$ cat src/rtl/spi_adc_pkg.sv
package spi_adc_pkg;
  localparam int unsigned FRAME_CLKS = 16;
  localparam int unsigned CMD_W      = 4;
  localparam int unsigned RES_W      = 10;
  localparam int unsigned BIT_W      = $clog2(FRAME_CLKS);

  typedef enum logic [2:0] {
    ST_IDLE, ST_SETUP, ST_LOW, ST_HIGH, ST_TAIL, ST_GAP
  } seq_state_e;

  typedef struct packed {
    logic chan;
    logic diff;
  } conv_req_t;

  // start, single-ended flag, select, msb-first
  function automatic logic [CMD_W-1:0] build_cmd(conv_req_t r);
    return {1'b1, ~r.diff, r.chan, 1'b1};
  endfunction
endpackage

$ cat src/rtl/spi_adc_req_hold.sv
module spi_adc_req_hold
  import spi_adc_pkg::*;
(
  input  logic      clk_i,
  input  logic      rst_ni,
  input  logic      start_i,
  input  conv_req_t req_i,
  input  logic      cont_i,
  input  logic      ready_i,
  output logic      launch_o,
  output conv_req_t req_o
);
  logic      pend_q;
  conv_req_t pend_req_q;
  conv_req_t last_q;

  always_comb begin
    launch_o = ready_i & (pend_q | start_i | cont_i);
    if (pend_q)       req_o = pend_req_q;
    else if (start_i) req_o = req_i;
    else              req_o = last_q;
  end

  always_ff @(posedge clk_i or negedge rst_ni) begin
    if (!rst_ni) begin
      pend_q     <= 1'b0;
      pend_req_q <= '0;
      last_q     <= '0;
    end else begin
      if (launch_o) begin
        last_q <= req_o;
        pend_q <= pend_q & start_i;
        if (pend_q & start_i) pend_req_q <= req_i;
      end else if (start_i) begin
        pend_q     <= 1'b1;
        pend_req_q <= req_i;
      end
    end
  end

  a_r9_start_held: assert property (@(posedge clk_i) disable iff (!rst_ni)
    (start_i && !ready_i) |=> pend_q);
  a_r9_pend_kept: assert property (@(posedge clk_i) disable iff (!rst_ni)
    (pend_q && !ready_i) |=> pend_q);
endmodule

$ cat src/rtl/spi_adc_timer.sv
module spi_adc_timer
  import spi_adc_pkg::*;
#(
  parameter int unsigned HALF_CYC     = 14,
  parameter int unsigned CS_SETUP_CYC = 10,
  parameter int unsigned CS_HIGH_CYC  = 31,
  parameter int unsigned CLK_POL      = 0
) (
  input  logic             clk_i,
  input  logic             rst_ni,
  input  logic             launch_i,
  output logic             ready_o,
  output logic             busy_o,
  output logic             cs_no,
  output logic             sclk_o,
  output logic             shift_o,
  output logic             sample_o,
  output logic             done_o,
  output logic [BIT_W-1:0] bit_o
);
  localparam int unsigned MAX_AB = (HALF_CYC > CS_SETUP_CYC) ? HALF_CYC : CS_SETUP_CYC;
  localparam int unsigned MAX_C  = (MAX_AB > CS_HIGH_CYC) ? MAX_AB : CS_HIGH_CYC;
  localparam int unsigned CNT_W  = $clog2(MAX_C + 1);
  localparam logic [CNT_W-1:0] HALF_LD  = CNT_W'(HALF_CYC - 1);
  localparam logic [CNT_W-1:0] SETUP_LD = CNT_W'(CS_SETUP_CYC - 1);
  localparam logic [CNT_W-1:0] GAP_LD   = CNT_W'(CS_HIGH_CYC - 1);
  localparam logic [BIT_W-1:0] LAST_BIT = BIT_W'(FRAME_CLKS - 1);

  logic idle_lvl;
  if (CLK_POL != 0) begin : g_mode3
    assign idle_lvl = 1'b1;
  end else begin : g_mode0
    assign idle_lvl = 1'b0;
  end

  seq_state_e       state_q, state_d;
  logic [CNT_W-1:0] cnt_q, cnt_d;
  logic [BIT_W-1:0] bit_q, bit_d;
  logic             cnt_zero;
  logic             cs_n_q, sclk_q;
  logic             active_d;

  assign cnt_zero = (cnt_q == '0);

  always_comb begin
    state_d = state_q;
    cnt_d   = cnt_zero ? cnt_q : cnt_q - 1'b1;
    bit_d   = bit_q;
    unique case (state_q)
      ST_IDLE: if (launch_i) begin
        state_d = ST_SETUP;
        cnt_d   = SETUP_LD;
      end
      ST_SETUP: if (cnt_zero) begin
        state_d = ST_LOW;
        cnt_d   = HALF_LD;
        bit_d   = '0;
      end
      ST_LOW: if (cnt_zero) begin
        state_d = ST_HIGH;
        cnt_d   = HALF_LD;
      end
      ST_HIGH: if (cnt_zero) begin
        cnt_d = HALF_LD;
        if (bit_q == LAST_BIT) state_d = ST_TAIL;
        else begin
          state_d = ST_LOW;
          bit_d   = bit_q + 1'b1;
        end
      end
      ST_TAIL: if (cnt_zero) begin
        state_d = ST_GAP;
        cnt_d   = GAP_LD;
      end
      ST_GAP: if (cnt_zero) begin
        if (launch_i) begin
          state_d = ST_SETUP;
          cnt_d   = SETUP_LD;
        end else begin
          state_d = ST_IDLE;
        end
      end
      default: state_d = ST_IDLE;
    endcase
  end

  assign active_d = (state_d == ST_SETUP) || (state_d == ST_LOW) ||
                    (state_d == ST_HIGH)  || (state_d == ST_TAIL);

  always_ff @(posedge clk_i or negedge rst_ni) begin
    if (!rst_ni) begin
      state_q <= ST_IDLE;
      cnt_q   <= '0;
      bit_q   <= '0;
      cs_n_q  <= 1'b1;
      sclk_q  <= idle_lvl;
    end else begin
      state_q <= state_d;
      cnt_q   <= cnt_d;
      bit_q   <= bit_d;
      cs_n_q  <= ~active_d;
      if (state_d == ST_HIGH)     sclk_q <= 1'b1;
      else if (state_d == ST_LOW) sclk_q <= 1'b0;
      else                        sclk_q <= idle_lvl;
    end
  end

  assign ready_o  = (state_q == ST_IDLE) || ((state_q == ST_GAP) && cnt_zero);
  assign busy_o   = (state_q != ST_IDLE);
  assign sample_o = (state_q == ST_HIGH) && cnt_zero;
  assign shift_o  = sample_o && (bit_q != LAST_BIT);
  assign done_o   = (state_q == ST_TAIL) && cnt_zero;
  assign bit_o    = bit_q;
  assign cs_no    = cs_n_q;
  assign sclk_o   = sclk_q;

  a_r2_idle_level: assert property (@(posedge clk_i) disable iff (!rst_ni)
    cs_no |-> (sclk_o == idle_lvl));
  a_r7_no_edge_at_select: assert property (@(posedge clk_i) disable iff (!rst_ni)
    $fell(cs_no) |-> (sclk_o == idle_lvl));
  a_r8_done_deselects: assert property (@(posedge clk_i) disable iff (!rst_ni)
    done_o |=> cs_no);
endmodule

$ cat src/rtl/spi_adc_shift.sv
module spi_adc_shift
  import spi_adc_pkg::*;
(
  input  logic             clk_i,
  input  logic             rst_ni,
  input  logic             load_i,
  input  conv_req_t        req_i,
  input  logic             shift_i,
  input  logic             sample_i,
  input  logic [BIT_W-1:0] bit_i,
  input  logic             done_i,
  input  logic             miso_i,
  output logic             mosi_o,
  output logic [RES_W-1:0] result_o,
  output logic             chan_o,
  output logic             diff_o,
  output logic             valid_o
);
  localparam logic [BIT_W-1:0] FIRST_DATA = BIT_W'(CMD_W + 1);
  localparam logic [BIT_W-1:0] LAST_DATA  = BIT_W'(CMD_W + RES_W);

  logic [CMD_W-1:0] tx_q;
  logic [RES_W-1:0] rx_q;
  conv_req_t        tag_q;
  logic             in_data;

  // bit CMD_W is the null bit: outside the window, never shifted in
  assign in_data = (bit_i >= FIRST_DATA) && (bit_i <= LAST_DATA);

  always_ff @(posedge clk_i or negedge rst_ni) begin
    if (!rst_ni) begin
      tx_q     <= '0;
      rx_q     <= '0;
      tag_q    <= '0;
      result_o <= '0;
      chan_o   <= 1'b0;
      diff_o   <= 1'b0;
      valid_o  <= 1'b0;
    end else begin
      if (load_i) begin
        tx_q  <= build_cmd(req_i);
        tag_q <= req_i;
      end else if (shift_i) begin
        tx_q <= {tx_q[CMD_W-2:0], 1'b0};
      end
      if (sample_i && in_data) rx_q <= {rx_q[RES_W-2:0], miso_i};
      valid_o <= done_i;
      if (done_i) begin
        result_o <= rx_q;
        chan_o   <= tag_q.chan;
        diff_o   <= tag_q.diff;
      end
    end
  end

  assign mosi_o = tx_q[CMD_W-1];

  a_r6_single_pulse: assert property (@(posedge clk_i) disable iff (!rst_ni)
    valid_o |=> !valid_o);
endmodule

$ cat src/rtl/spi_adc_seq.sv
module spi_adc_seq
  import spi_adc_pkg::*;
#(
  parameter int unsigned HALF_CYC     = 14,
  parameter int unsigned CS_SETUP_CYC = 10,
  parameter int unsigned CS_HIGH_CYC  = 31,
  parameter int unsigned CLK_POL      = 0
) (
  input  logic             clk_i,
  input  logic             rst_ni,
  input  logic             start_i,
  input  logic             chan_i,
  input  logic             diff_i,
  input  logic             cont_i,
  output logic             busy_o,
  output logic             cs_no,
  output logic             sclk_o,
  output logic             mosi_o,
  input  logic             miso_i,
  output logic [RES_W-1:0] result_o,
  output logic             result_chan_o,
  output logic             result_diff_o,
  output logic             result_valid_o
);
  localparam int unsigned GAP_W = $clog2(CS_HIGH_CYC + 1);

  conv_req_t        in_req, run_req;
  logic             ready, launch;
  logic             shift, sample, done;
  logic [BIT_W-1:0] bit_idx;

  assign in_req = '{chan: chan_i, diff: diff_i};

  spi_adc_req_hold u_req (
    .clk_i   (clk_i),
    .rst_ni  (rst_ni),
    .start_i (start_i),
    .req_i   (in_req),
    .cont_i  (cont_i),
    .ready_i (ready),
    .launch_o(launch),
    .req_o   (run_req)
  );

  spi_adc_timer #(
    .HALF_CYC    (HALF_CYC),
    .CS_SETUP_CYC(CS_SETUP_CYC),
    .CS_HIGH_CYC (CS_HIGH_CYC),
    .CLK_POL     (CLK_POL)
  ) u_timer (
    .clk_i   (clk_i),
    .rst_ni  (rst_ni),
    .launch_i(launch),
    .ready_o (ready),
    .busy_o  (busy_o),
    .cs_no   (cs_no),
    .sclk_o  (sclk_o),
    .shift_o (shift),
    .sample_o(sample),
    .done_o  (done),
    .bit_o   (bit_idx)
  );

  spi_adc_shift u_shift (
    .clk_i   (clk_i),
    .rst_ni  (rst_ni),
    .load_i  (launch),
    .req_i   (run_req),
    .shift_i (shift),
    .sample_i(sample),
    .bit_i   (bit_idx),
    .done_i  (done),
    .miso_i  (miso_i),
    .mosi_o  (mosi_o),
    .result_o(result_o),
    .chan_o  (result_chan_o),
    .diff_o  (result_diff_o),
    .valid_o (result_valid_o)
  );

  // deselect run length, saturating; reset counts as a long deselect
  logic [GAP_W-1:0] hi_run_q;
  always_ff @(posedge clk_i or negedge rst_ni) begin
    if (!rst_ni)                                  hi_run_q <= GAP_W'(CS_HIGH_CYC);
    else if (!cs_no)                              hi_run_q <= '0;
    else if (hi_run_q != GAP_W'(CS_HIGH_CYC))     hi_run_q <= hi_run_q + 1'b1;
  end

  a_r8_deselect_time: assert property (@(posedge clk_i) disable iff (!rst_ni)
    $fell(cs_no) |-> (hi_run_q == GAP_W'(CS_HIGH_CYC)));
  a_r6_valid_when_deselected: assert property (@(posedge clk_i) disable iff (!rst_ni)
    result_valid_o |-> cs_no);
  a_r2_data_steady_high: assert property (@(posedge clk_i) disable iff (!rst_ni)
    (!cs_no && !$past(cs_no) && sclk_o && $past(sclk_o)) |-> $stable(mosi_o));
endmodule

$ cat config.mk
export PLATFORM = sky130hd
export DESIGN_NAME = spi_adc_seq
export DESIGN_NICKNAME = d
export VERILOG_FILES = /design/src/rtl/spi_adc_pkg.sv /design/src/rtl/spi_adc_req_hold.sv /design/src/rtl/spi_adc_timer.sv /design/src/rtl/spi_adc_shift.sv /design/src/rtl/spi_adc_seq.sv
export SDC_FILE = /design/constraint.sdc
export NUM_CORES = 1
export LEC_CHECK = 0
export BUFFER_PORTS_ARGS = -buffer_cell sky130_fd_sc_hd__buf_2
export CAP_MARGIN = 20
export CELL_PAD_IN_SITES_DETAIL_PLACEMENT = 1
export CELL_PAD_IN_SITES_GLOBAL_PLACEMENT = 2
export CORE_MARGIN = 10
export CORE_UTILIZATION = 41
export CTS_CLUSTER_DIAMETER = 150
export CTS_CLUSTER_SIZE = 40
export DETAILED_ROUTE_END_ITERATION = 8
export PLACE_DENSITY_LB_ADDON = 0.1
export SYNTH_ARGS = -nofsm -noshare
export SYNTH_HDL_FRONTEND = slang
export SYNTH_HIERARCHICAL = 1
export SYNTH_SLANG_ARGS = --single-unit
$ cat constraint.sdc
create_clock -name clk_i -period 4.6 [get_ports clk_i]
set_input_delay 0.92 -clock clk_i [delete_from_list [all_inputs] [get_ports clk_i]]
set_output_delay 0.92 -clock clk_i [all_outputs]
set_load 0.01 [all_outputs]
# Yosys cells after proc, flatten, opt, wreduce, memory -nomap -nowiden
# Cells that the tools add are included.
# word_totals
regBits	46
rom_bits	0
wordCells	89
latch_bits	0
ramBits	0
memories	0
out_inout_bits	17
input_bits	7
# classes
shifts	0
n_bitwise	6
order_cmp	2
mul	0
n_eq_ne	15
muxes	29
div_mod_pow	0
reduce_logical	19
n_addsub	2
# ops
cell	n
$mux 5	5
$mux 3	7
$mux 4	5
$pmux 5 s4	1
$pmux 3 s6	1
$eq 3x2->1 const B	4
$mux 2	5
$eq 3x3->1 const B	3
$pmux 4 s2	1
$eq 3x1->1 const B	2
$logic_and 1x1->1	6
$ne 2x1->1 const B	3
$reduce_bool 2->1	3
$logic_not 5->1	1
$sub 5x1->5 const B	1
$add 4x1->4 const B	1
$eq 4x4->1 const B	1
$ge 4x3->1 const B	1
$le 4x4->1 const B	1
$logic_or 1x1->1	4
$mux 1	4
$ne 4x4->1 const B	1
$reduce_and 4->1	1
$logic_not 3->1	1
7 further kinds	10

# Logic depth before layout (Yosys ltp)
# Gate-level depths: netlist (run 1).
# depth
ltp_word	12
ltp_mapped	11
ltp_nobuf	10

# Cells and area by module
# Netlist (run 1), hierarchy kept.
# by_module_without_submodules
mod	area_each_um2	n_inst	cells_per_inst
spi_adc_shift	1101.1	1	69
spi_adc_timer	915.9	1	107
spi_adc_req_hold	250.2	1	25

# Least setup slack after synthesis (run 1)
# OpenSTA, ideal clock, no wires.
# synth_path
path_type	reg2reg
start	reg u_timer.cnt_q[0]
end	reg u_timer.cnt_q[3]
required_ns	4.517
setup_ns	0.083
stages_incl_launch_ff	12
t_arrival_ns	2.465
path_slack_ns	2.052
path_cell_list	dfrtp_1 inv_1 ha_1 nor4b_4 inv_4 o31ai_1 o31ai_2 inv_1 clkbuf_1 mux2_2 a22oi_1 o21ai_0
# synth_via
elab_chain_len	7
elab_cells_between_ends	11
classes_between	add/sub (1); mux (6); bitwise (1); reduce/logical (3)
# synth_lines
item	line_no	source
start: declaration	spi_adc_timer.sv:37	logic [CNT_W-1:0] cnt_q, cnt_d;
start signal: assignment	spi_adc_timer.sv:99	cnt_q <= cnt_d;
$logic_not 5->1 (*)	spi_adc_timer.sv:43	assign cnt_zero = (cnt_q == '0);
$logic_and 1x1->1 (*)	spi_adc_timer.sv:108	assign ready_o = (state_q == ST_IDLE) || ((state_q == ST_GAP) && cnt_zero);
$logic_or 1x1->1 (*)	spi_adc_timer.sv:108	
via ready	spi_adc_seq.sv:28	logic ready, launch;
$and 1x1->1 (*)	spi_adc_req_hold.sv:18	launch_o = ready_i & (pend_q | start_i | cont_i);
via launch	spi_adc_seq.sv:28	
$mux 5 (*)	spi_adc_timer.sv:50, spi_adc_timer.sv:76	
$mux 5	spi_adc_timer.sv:75	ST_GAP: if (cnt_zero) begin
$pmux 5 s4 (*)	spi_adc_timer.sv:49	unique case (state_q)
via u_timer.cnt_d[3]	spi_adc_timer.sv:37	
# The timed path passes the listed nets; every way through them passes the cells marked *.
# A chain may end at the register's enable or synchronous reset.

# Final worst setup path (run 1)
# Ends and elaborated chain as after synthesis.

==> flow_summary.toml, run 1 <==
[critical_path]
rr_endpoint = "u_timer/cnt_q[3]$_DFF_PN0_"
cp_cell_sequence = "inv_1 > ha_1 > nor4b_4 > inv_4 > o31ai_1 > o31ai_2 > inv_1 > mux2_2 > a22oi_1 > o21ai_0"
reg2reg_from = "u_timer/cnt_q[0]$_DFF_PN0_"
worstPathRequired_ns = 4.82
path_common_cell = "inv_1"
cpLargestDelayFamily = "compound AO/OA/AOI/OAI gates"
crit_path_max_incr_delay_ns = 0.53
rrSetupSlack_ns = 1.42
cp.arrival_ns = 3.40
start_kind = "register"
endpoint_kind = "register"
path_buf_inv = 3
critical_path_class = "register to register"
r2r_cells = 10
crit_slowest_cell = "nor4b_4"
cp_max_fo = 18

[drt]
vias = 1605
drt_iter0_markers = 62
firstDrtPassIters = 4
postRouteAntennaNets = 0
vias_per_cell = 5.42
drc_errors = 0
wirelength_mm = 5.08
wl_met2_mm = 2.50
wl_met3_um = 235
routedWlPerCell_um = 17.2
top_layer = "met4"
wl_met1_mm = 2.26

[clock_tree]
cts_buffers = 5
clkLatencyLatePin_ns = 0.30
post_cts_buffers = 0
cts_root_buf = "clkbuf_8"
hold_buffers = 0
htree_levels = 2
post_cts_resized = 0
numClockSinks = 48
clkTransAtPathRegs_ns = 0.10
clockBufferDepth = 2
cts_tree = "built"

[synthesis]
syn_area_per_cell_um2 = 11.3
synthCells = 201
yosys_warnings = 6
synth_edf_count = 0
synth_seq_cells = 48
async_flop_share = 1.00
synth_seq_area_share = 0.530
syn_nets = 212
synth.distinct_cells = 47
synth_area_um2 = 2270
synth_ff_type = "dfrtp_1"

[place]
pre_cts_slack_ns = 1.48
placed_area_um2 = 2440
dp_hpwl_mm = 3.61
gp_congestion = 0.799
io_buffers = 23

[power]
power_leakage_nw = 1.27
power.share.combinational = 0.025
clockPowerShare = 0.411
p_per_area_nw_per_um2 = 293
switching_share = 0.213
total_power_mw = 0.754
p_sw_mw = 0.161
ir_worst_vdd_uv = 226
p_seq_frac = 0.564
p_int_mw = 0.593

[global_route]
grt_max_degree = 49
grt.total_usage = 0.118
grt_pass1_wl_mm = 8.33
grt_pass1_vias = 1673
antenna_found_initial = 0
gr-total-overflow = 0

[floorplanning]
rows = 27
dieHeight_um = 94.4
die-area_um2 = 8900
initial_utilization = 0.417
coreArea_um2 = 5440
die_w_um = 94.4
ios = 24

[finish]
final_area_um2 = 2570
fillCellCount = 605
antenna_cells = 0
fin_nets = 234
layout-drive-gt1-share = 0.299
syn_to_final_growth_pct = 13.4

[sta]
fin_crit_sh = 0.691
drv_slew = 0
setup_tns_ns = 0
rsz0062_at_grt = "no"
finalHoldViolCount = 0
setup_ws_ns = 1.42
slew_headroom = 0.556
fin_skew_ns = 0.0137
hold_ws_ns = 0.442
setup_viol = 0
fmax_mhz = 314
worstMarginPinSlew_ns = 0.666
period_minus_slack_ns = 3.18

[outcome]
status = "completed"

[worst_hold_path]
hold_class = "input port to async pin"

[run]
cap_violations = 0
==> cell usage after synthesis (2+ instances only) <==
master    number  area share
a21oi_1        7       0.015
a211oi_1       3      0.0099
a22oi_1        2      0.0066
mux2_2        24        0.12
xor2_1         2      0.0077
o21ai_0       12       0.026
clkbuf_1       6      0.0099
a22o_2         2      0.0088
ha_1           4       0.022
o31ai_1        6       0.020
mux2i_1        2      0.0088
a32oi_1        2      0.0077
or3_1          2      0.0055
inv_1         12       0.020
nor2b_1        3      0.0083
nand2_1       14       0.023
mux2_1         2      0.0099
dfrtp_1       47        0.52
nor3_1         6       0.013
nand3_1        4      0.0088
nor2_1        13       0.022
==> layout by cell type (no fill, tap or decap), types with 3 or more instances in the layout <==
master	n
dfrtp_1	47
mux2_2	24
buf_2	23
nand2_1	14
nor2_1	13
inv_1	12
o21ai_0	12
a21oi_1	7
o31ai_1	6
nor3_1	6
clkbuf_8	5
nand3_1	4
ha_1	4
nor2b_1	3
a211oi_1	3
==> sequential cells by signal (all words and copies together), names as in the netlist <==
signal / count
u_shift/diff_o: 1
u_shift/result_o: 10
u_timer/cnt_q: 5
u_shift/chan_o: 1
u_timer/sclk_o: 1
u_shift/tx_q: 4
u_shift/rx_q: 10
u_timer/cs_no: 1
u_timer/bit_o: 4
u_req/pend_req_q: 2
u_shift/valid_o: 1
u_timer/state_q: 3
u_shift/tag_q: 2
u_req/pend_q: 1
u_req/last_q: 2
==> metal layers <==
layer  vias up  track usage
li1        759            -
met1       817        0.147
met2        21        0.184
met3         8       0.0381
met4         0       0.0481
met5         -            0
==> how the worst max path moves through the flow <==
stage | start | end | slack, ns | cells after the start
after floorplan | u_timer/cnt_q[0]$_DFF_PN0_ | u_timer/cnt_q[3]$_DFF_PN0_ | 2.05 | 11
after global placement | u_timer/cnt_q[0]$_DFF_PN0_ | u_timer/cnt_q[3]$_DFF_PN0_ | 1.65 | 10
after detailed placement | u_timer/cnt_q[0]$_DFF_PN0_ | u_timer/cnt_q[3]$_DFF_PN0_ | 1.48 | 10
after CTS | u_timer/cnt_q[0]$_DFF_PN0_ | u_timer/cnt_q[3]$_DFF_PN0_ | 1.43 | 10
after global routing | u_timer/cnt_q[0]$_DFF_PN0_ | u_timer/cnt_q[3]$_DFF_PN0_ | 1.11 | 10
final | u_timer/cnt_q[0]$_DFF_PN0_ | u_timer/cnt_q[3]$_DFF_PN0_ | 1.42 | 10
==> cells by family (layout without fill, tap and decap cells) <==
logic type	after synthesis	count (layout)	share of synthesized area
AO/OA/AOI/OAI	47	47	0.151
XOR/XNOR	2	2	0.00773
adder cells (fa/ha/maj)	4	4	0.0221
buffers and inverters	22	45	0.0386
flip-flops	48	48	0.530
multiplexers	28	28	0.138
AND/OR/NAND/NOR	50	50	0.113
==> per-stage QoR <==
step / utilization / instances
2_1_floorplan: - / 201
3_3_place_gp: 0.448 / 287
3_5_place_dp: 0.448 / 287
4_1_cts: 0.469 / 295
5_1_grt: 0.473 / 296
6_report: 0.473 / 296
==> area by class of cell <==
cell class	count	area, um2	area share
clock inverters	3	46.3	0.0180
flip-flops and latches	48	1200	0.468
inverters	13	51.3	0.0200
well taps	72	90.1	0.0350
clock buffers	5	68.8	0.0268
multi-input cells	131	977	0.380
repair buffers	24	135	0.0526
==> power groups by stage <==
stage                     logic (mW)  clock network (mW)  registers, mW
after floorplan              0.00417                   0          0.433
after global placement        0.0169                   0          0.433
after global routing          0.0219               0.337          0.426
after CTS                     0.0178               0.326          0.425
after detailed placement      0.0178                   0          0.433
final                         0.0187               0.310          0.425
No activity file was read; power rests on OpenSTA's default activity.
==> run 2: changes to the inputs <==
Settings changed: ABC_AREA from default to 1, CORE_UTILIZATION 41 to 32.
Clock period 4.6 ns to 2.6 ns, I/O delays scaled along.
==> run 2 against run 1 <==
Power is 67% higher. Count of clock-buffer cells in the layout is 1 higher. Area after synthesis is 4.5% higher. Cell area is 5.0% higher. Largest power group unchanged.
==> flow_summary.toml, run 2 <==
[outcome]
status = "completed"

[synthesis]
synth_top_family_by_area = "simple AND/OR/NAND/NOR gates"
synthTopCellsByArea = "dfrtp_1, nand2_1, inv_1, nand3_1, mux2_4"
synth_mux_area_frac = 0.0570
yosysTopAreaCell = "dfrtp_1"
synth_top_cell_area_share = 0.496
synth_ff_type = "dfrtp_1"
synth.distinct_cells = 32
synth-compound-area-share = 0.0792
yosys_warnings = 6
synthSimpleGateAreaFrac = 0.253
syn_nets = 278
syn_area_per_cell_um2 = 8.88
synthXorXnorAreaFrac = 0.0111
synthCells = 267
synth_adder_area_share = 0.0211
yosysMostFrequentCell = "nand2_1"
synth_area_um2 = 2370
synth_seq_area_share = 0.507
synth_seq_cells = 48
synth_edf_count = 0
synthTopCellsByCount = "nand2_1, dfrtp_1, inv_1"
async_flop_share = 1.00

[finish]
fin_nets = 306
final_common_cell = "nand2_1"
antenna_cells = 0
layout-drive-gt1-share = 0.226
syn_to_final_growth_pct = 13.9
fin_cells = 395
fillCellCount = 902
layout_common_cells = "nand2_1, dfrtp_1, inv_1, buf_2, nand3_1"
top_regs = "u_shift/result_o x10, u_shift/rx_q x10, u_timer/cnt_q x5"

[power]
switching_share = 0.225
p_seq_frac = 0.595
p_per_area_nw_per_um2 = 467
total_power_mw = 1.26
power.share.combinational = 0.026
ir_worst_vdd_uv = 248
p_int_mw = 0.977
power_leakage_nw = 1.42
p_sw_mw = 0.284
clockPowerShare = 0.379

[critical_path]
critical_path_class = "register to register"
cp.arrival_ns = 2.36
cp_max_fo = 18
rr_endpoint = "u_timer/cs_no$_DFF_PN1_"
cp_cell_sequence = "inv_1 > ha_1 > nand3_4 > o21ai_2 > nand2_1 > inv_2 > inv_1 > a21oi_1 > nor2_1 > nand2_1 > nor2_1 > nand3_1 > nand2_1"
r2r_cells = 13
start_kind = "register"
endpoint_kind = "register"
path_common_cell = "nand2_1"
crit_path_max_incr_delay_ns = 0.41
rrSetupSlack_ns = 0.48
worstPathRequired_ns = 2.84
crit_slowest_cell = "dfrtp_1"
reg2reg_from = "u_timer/cnt_q[0]$_DFF_PN0_"

[sta]
fmax_mhz = 471
fin_crit_sh = 0.817
period_minus_slack_ns = 2.12
hold_ws_ns = 0.199
worstMarginPinSlew_ns = 0.562
setup_tns_ns = 0
finalHoldViolCount = 0
slew_headroom = 0.625
rsz0062_at_grt = "no"
setup_viol = 0
setup_ws_ns = 0.475
drv_slew = 0
fin_skew_ns = 0.00589

[global_route]
gr-total-overflow = 0
antenna_found_initial = 0
grt_pass1_vias = 1886
grt_pass1_wl_mm = 9.03
grt.total_usage = 0.0968
grt_max_degree = 27

[clock_tree]
cts_root_buf = "clkbuf_8"
numClockSinks = 48
clockBufferDepth = 2
post_cts_resized = 0
cts_buffers = 5
hold_buffers = 0
clkLatencyLatePin_ns = 0.30
clkTransAtPathRegs_ns = 0.09
cts_tree = "built"
post_cts_buffers = 0
htree_levels = 2

[floorplanning]
die-area_um2 = 11200
die_w_um = 106
ios = 24
initial_utilization = 0.328
dieHeight_um = 106
rows = 31
coreArea_um2 = 7210

[place]
dp_hpwl_mm = 3.93
gp_congestion = 0.746
pre_cts_slack_ns = 0.433
dp.cells = 387
io_buffers = 23

[drt]
drc_errors = 0
postRouteAntennaNets = 0
firstDrtPassIters = 4
vias = 1809
wirelength_mm = 5.16
routedWlPerCell_um = 13.1
vias_per_cell = 4.58
drt_iter0_markers = 36

[worst_hold_path]
hold_class = "input port to async pin"

[run]
cap_violations = 0
[run 2: worst max-delay path, delay by kind of cell (launching register included)]
| kind | cells | cell delay, ns |
|---|---|---|
| AOI/OAI and AO/OA | 2 | 0.37 |
| buffers and inverters | 3 | 0.40 |
| and+or+nand+nor | 7 | 0.63 |
| DFF | 1 | 0.41 |
| adders and majority gates | 1 | 0.26 |
[run 2: logic make-up (layout without fill, tap and decap cells)]
family | after synthesis | in the layout
XOR/XNOR | 3 | 3
multiplexers | 10 | 10
buffers and inverters | 40 | 69
AND/OR/NAND/NOR | 131 | 131
flip-flops | 48 | 48
AO/OA/AOI/OAI | 31 | 31
adder cells (fa/ha/maj) | 4 | 4
[run 2: layer usage]
metal / global-route usage / routed length [um] / up-vias
li1: - / - / 907
met1: 0.120 / 2490 / 880
met2: 0.161 / 2440 / 18
met3: 0.0278 / 185 / 4
met4: 0.0261 / 47 / 0
met5: 0 / 0 / -
[run 2: power groups by stage]
stage | logic [mW] | clock network [mW] | registers (mW)
floorplan | 0.00865 | 0 | 0.765
detailed placement | 0.0358 | 0 | 0.765
CTS | 0.0358 | 0.502 | 0.750
global route | 0.0397 | 0.536 | 0.750
global placement | 0.0358 | 0 | 0.765
finish | 0.0332 | 0.478 | 0.750
[run 2: worst max path at each step]
stage                               startpoint                      end  slack [ns]
floorplan           u_timer/cnt_q[0]$_DFF_PN0_  u_timer/cs_no$_DFF_PN1_        0.69
global placement    u_timer/cnt_q[0]$_DFF_PN0_  u_timer/cs_no$_DFF_PN1_        0.51
detailed placement  u_timer/cnt_q[0]$_DFF_PN0_  u_timer/cs_no$_DFF_PN1_        0.43
CTS                 u_timer/cnt_q[0]$_DFF_PN0_  u_timer/cs_no$_DFF_PN1_        0.41
global route        u_timer/cnt_q[0]$_DFF_PN0_  u_timer/cs_no$_DFF_PN1_        0.18
finish              u_timer/cnt_q[0]$_DFF_PN0_  u_timer/cs_no$_DFF_PN1_        0.48
[run 2: cell type report]
cell class / instances / area (um2) / area share
clock buffers: 6 / 82.6 / 0.0306
clock inverters: 2 / 13.8 / 0.00510
inverters: 36 / 135 / 0.0501
multi-input cells: 179 / 998 / 0.370
flip-flops and latches: 48 / 1200 / 0.446
well taps: 99 / 124 / 0.0459
repair buffers: 25 / 143 / 0.0529
[run 2: metrics by stage]
step / utilization / instance area (um2)
global route: 0.374 / 2700
CTS: 0.374 / 2700
detailed placement: 0.361 / 2600
floorplan: - / 2370
global placement: 0.361 / 2600
finish: 0.374 / 2700
==> run 3: changes to the inputs <==
Clock period 2.6 ns to 1.9 ns, I/O delays scaled along.
==> run 3 against run 2 <==
Die area is the same. Sequential share of layout area shrank 2.1 points. Critical path depth shrank 9. Final cell count grew 3.0%. Via count grew 3.5%. Cell area grew 4.9%. Clock power grew 40%. Largest cell class unchanged.
==> flow_summary.toml, run 3 (synthesis gave the netlist of run 2 again) <==
[outcome]
status = "completed"

[power]
clockPowerShare = 0.385
power.share.combinational = 0.026
power_leakage_nw = 1.47
p_sw_mw = 0.409
p_per_area_nw_per_um2 = 616
p_int_mw = 1.33
p_seq_frac = 0.589
ir_worst_vdd_uv = 258
switching_share = 0.235

[sta]
fin_skew_ns = 0.00900
rsz0062_at_grt = "yes"
slew_headroom = 0.819
setup_viol = 0
worstMarginPinSlew_ns = 0.272
finalHoldViolCount = 0
period_minus_slack_ns = 1.84
fmax_mhz = 544
drv_slew = 0
setup_ws_ns = 0.0617
setup_tns_ns = 0
hold_ws_ns = 0.0337
fin_crit_sh = 0.968

[critical_path]
worstPathRequired_ns = 1.52
cp.arrival_ns = 1.46
r2r_cells = 7
crit_start = "u_timer/state_q[0]$_DFF_PN0_"
start_kind = "register"
endpoint_kind = "primary output"
cp_max_fo = 6
critical_path_class = "register to primary output"
reg2reg_from = "u_timer/cnt_q[1]$_DFF_PN0_"

[global_route]
grt_pass1_wl_mm = 9.48
gr-total-overflow = 0
antenna_found_initial = 0
grt_max_degree = 49
grt_pass1_vias = 1984
grt.total_usage = 0.102

[finish]
layout-drive-gt1-share = 0.269
fin_cells = 407
fin_nets = 318
antenna_cells = 0
layout_common_cells = "nand2_1, dfrtp_1, inv_1, buf_2, nand3_1"
top_regs = "u_shift/result_o x10, u_shift/rx_q x10, u_timer/cnt_q x5"
final_area_um2 = 2830
syn_to_final_growth_pct = 19.4
final_common_cell = "nand2_1"

[drt]
drt_iter0_markers = 32
postRouteAntennaNets = 0
drc_errors = 0
wirelength_mm = 5.52
routedWlPerCell_um = 13.6
vias_per_cell = 4.60
firstDrtPassIters = 4
vias = 1873

[clock_tree]
cts_buffers = 5
numClockSinks = 48
cts_tree = "built"
clockBufferDepth = 2
htree_levels = 2
clkTransAtPathRegs_ns = 0.10
cts_root_buf = "clkbuf_8"
clkLatencyLatePin_ns = 0.31

[place]
io_buffers = 23
dp_hpwl_mm = 3.97
placed_area_um2 = 2680
pre_cts_slack_ns = 0.0873
gp_congestion = 0.735
dp.cells = 395

[floorplanning]
die_w_um = 106
rows = 31
coreArea_um2 = 7210
ios = 24
die-area_um2 = 11200
dieHeight_um = 106
initial_utilization = 0.328

[run]
cap_violations = 0

[worst_hold_path]
hold_class = "input port to async pin"
## run 3: critical path, stage by stage (launching register included)
cell and delay (ns):
dfrtp_1 0.48, nor2_2 0.24, nand2_2 0.11, buf_4 0.17, buf_2 0.14
## run 3: path summary, 6_finish.rpt
| kind | to | slack [ns] |
|---|---|---|
| max | busy_o | 0.06 |
| min | u_timer/cnt_q[2]$_DFF_PN0_ | 0.03 |
| max reg2reg | u_shift/result_o[9]$_DFFE_PN0P_ | 0.10 |
| min reg2reg | u_req/last_q[0]$_DFFE_PN0P_ | 0.49 |
| max in group asynchronous | u_timer/cs_no$_DFF_PN1_ | 1.58 |
| min in group clk_i | u_shift/rx_q[0]$_DFFE_PN0P_ | 0.31 |
## run 3: area by class of cell
class,instances,area (um2)
Clock buffer,6,82.6
Clock inverter,2,15.0
Fill cell,885,4380
Inverter,36,135
Multi-Input combinational cell,180,1030
Sequential cell,48,1200
Tap cell,99,124
Timing Repair Buffer,36,238
## run 3: layer usage
layer  track usage  share of wire
met5             0              0
met4        0.0406          0.012
met3        0.0242          0.034
met2         0.168           0.47
met1         0.126           0.48
## run 3: metrics by stage
step	total power, mW	util
global placement	1.10	0.371
detailed placement	1.10	0.371
finish	1.74	0.392
global route	1.82	0.392
CTS	1.78	0.385
floorplan	1.06	-
## run 3: repair_timing
item / CTS / global route
resized for setup: 0 / 5
hold buffers: 0 / 0
buffers inserted: 0 / 3
endpoints found under the setup margin: 0 / 18
## run 3: power by group through the flow
stage | clock [mW] | combinational [mW] | sequential (mW)
global placement | 0 | 0.0489 | 1.05
floorplan | 0 | 0.0118 | 1.05
detailed placement | 0 | 0.0493 | 1.05
global route | 0.742 | 0.0551 | 1.03
CTS | 0.705 | 0.0494 | 1.03
finish | 0.671 | 0.0459 | 1.03
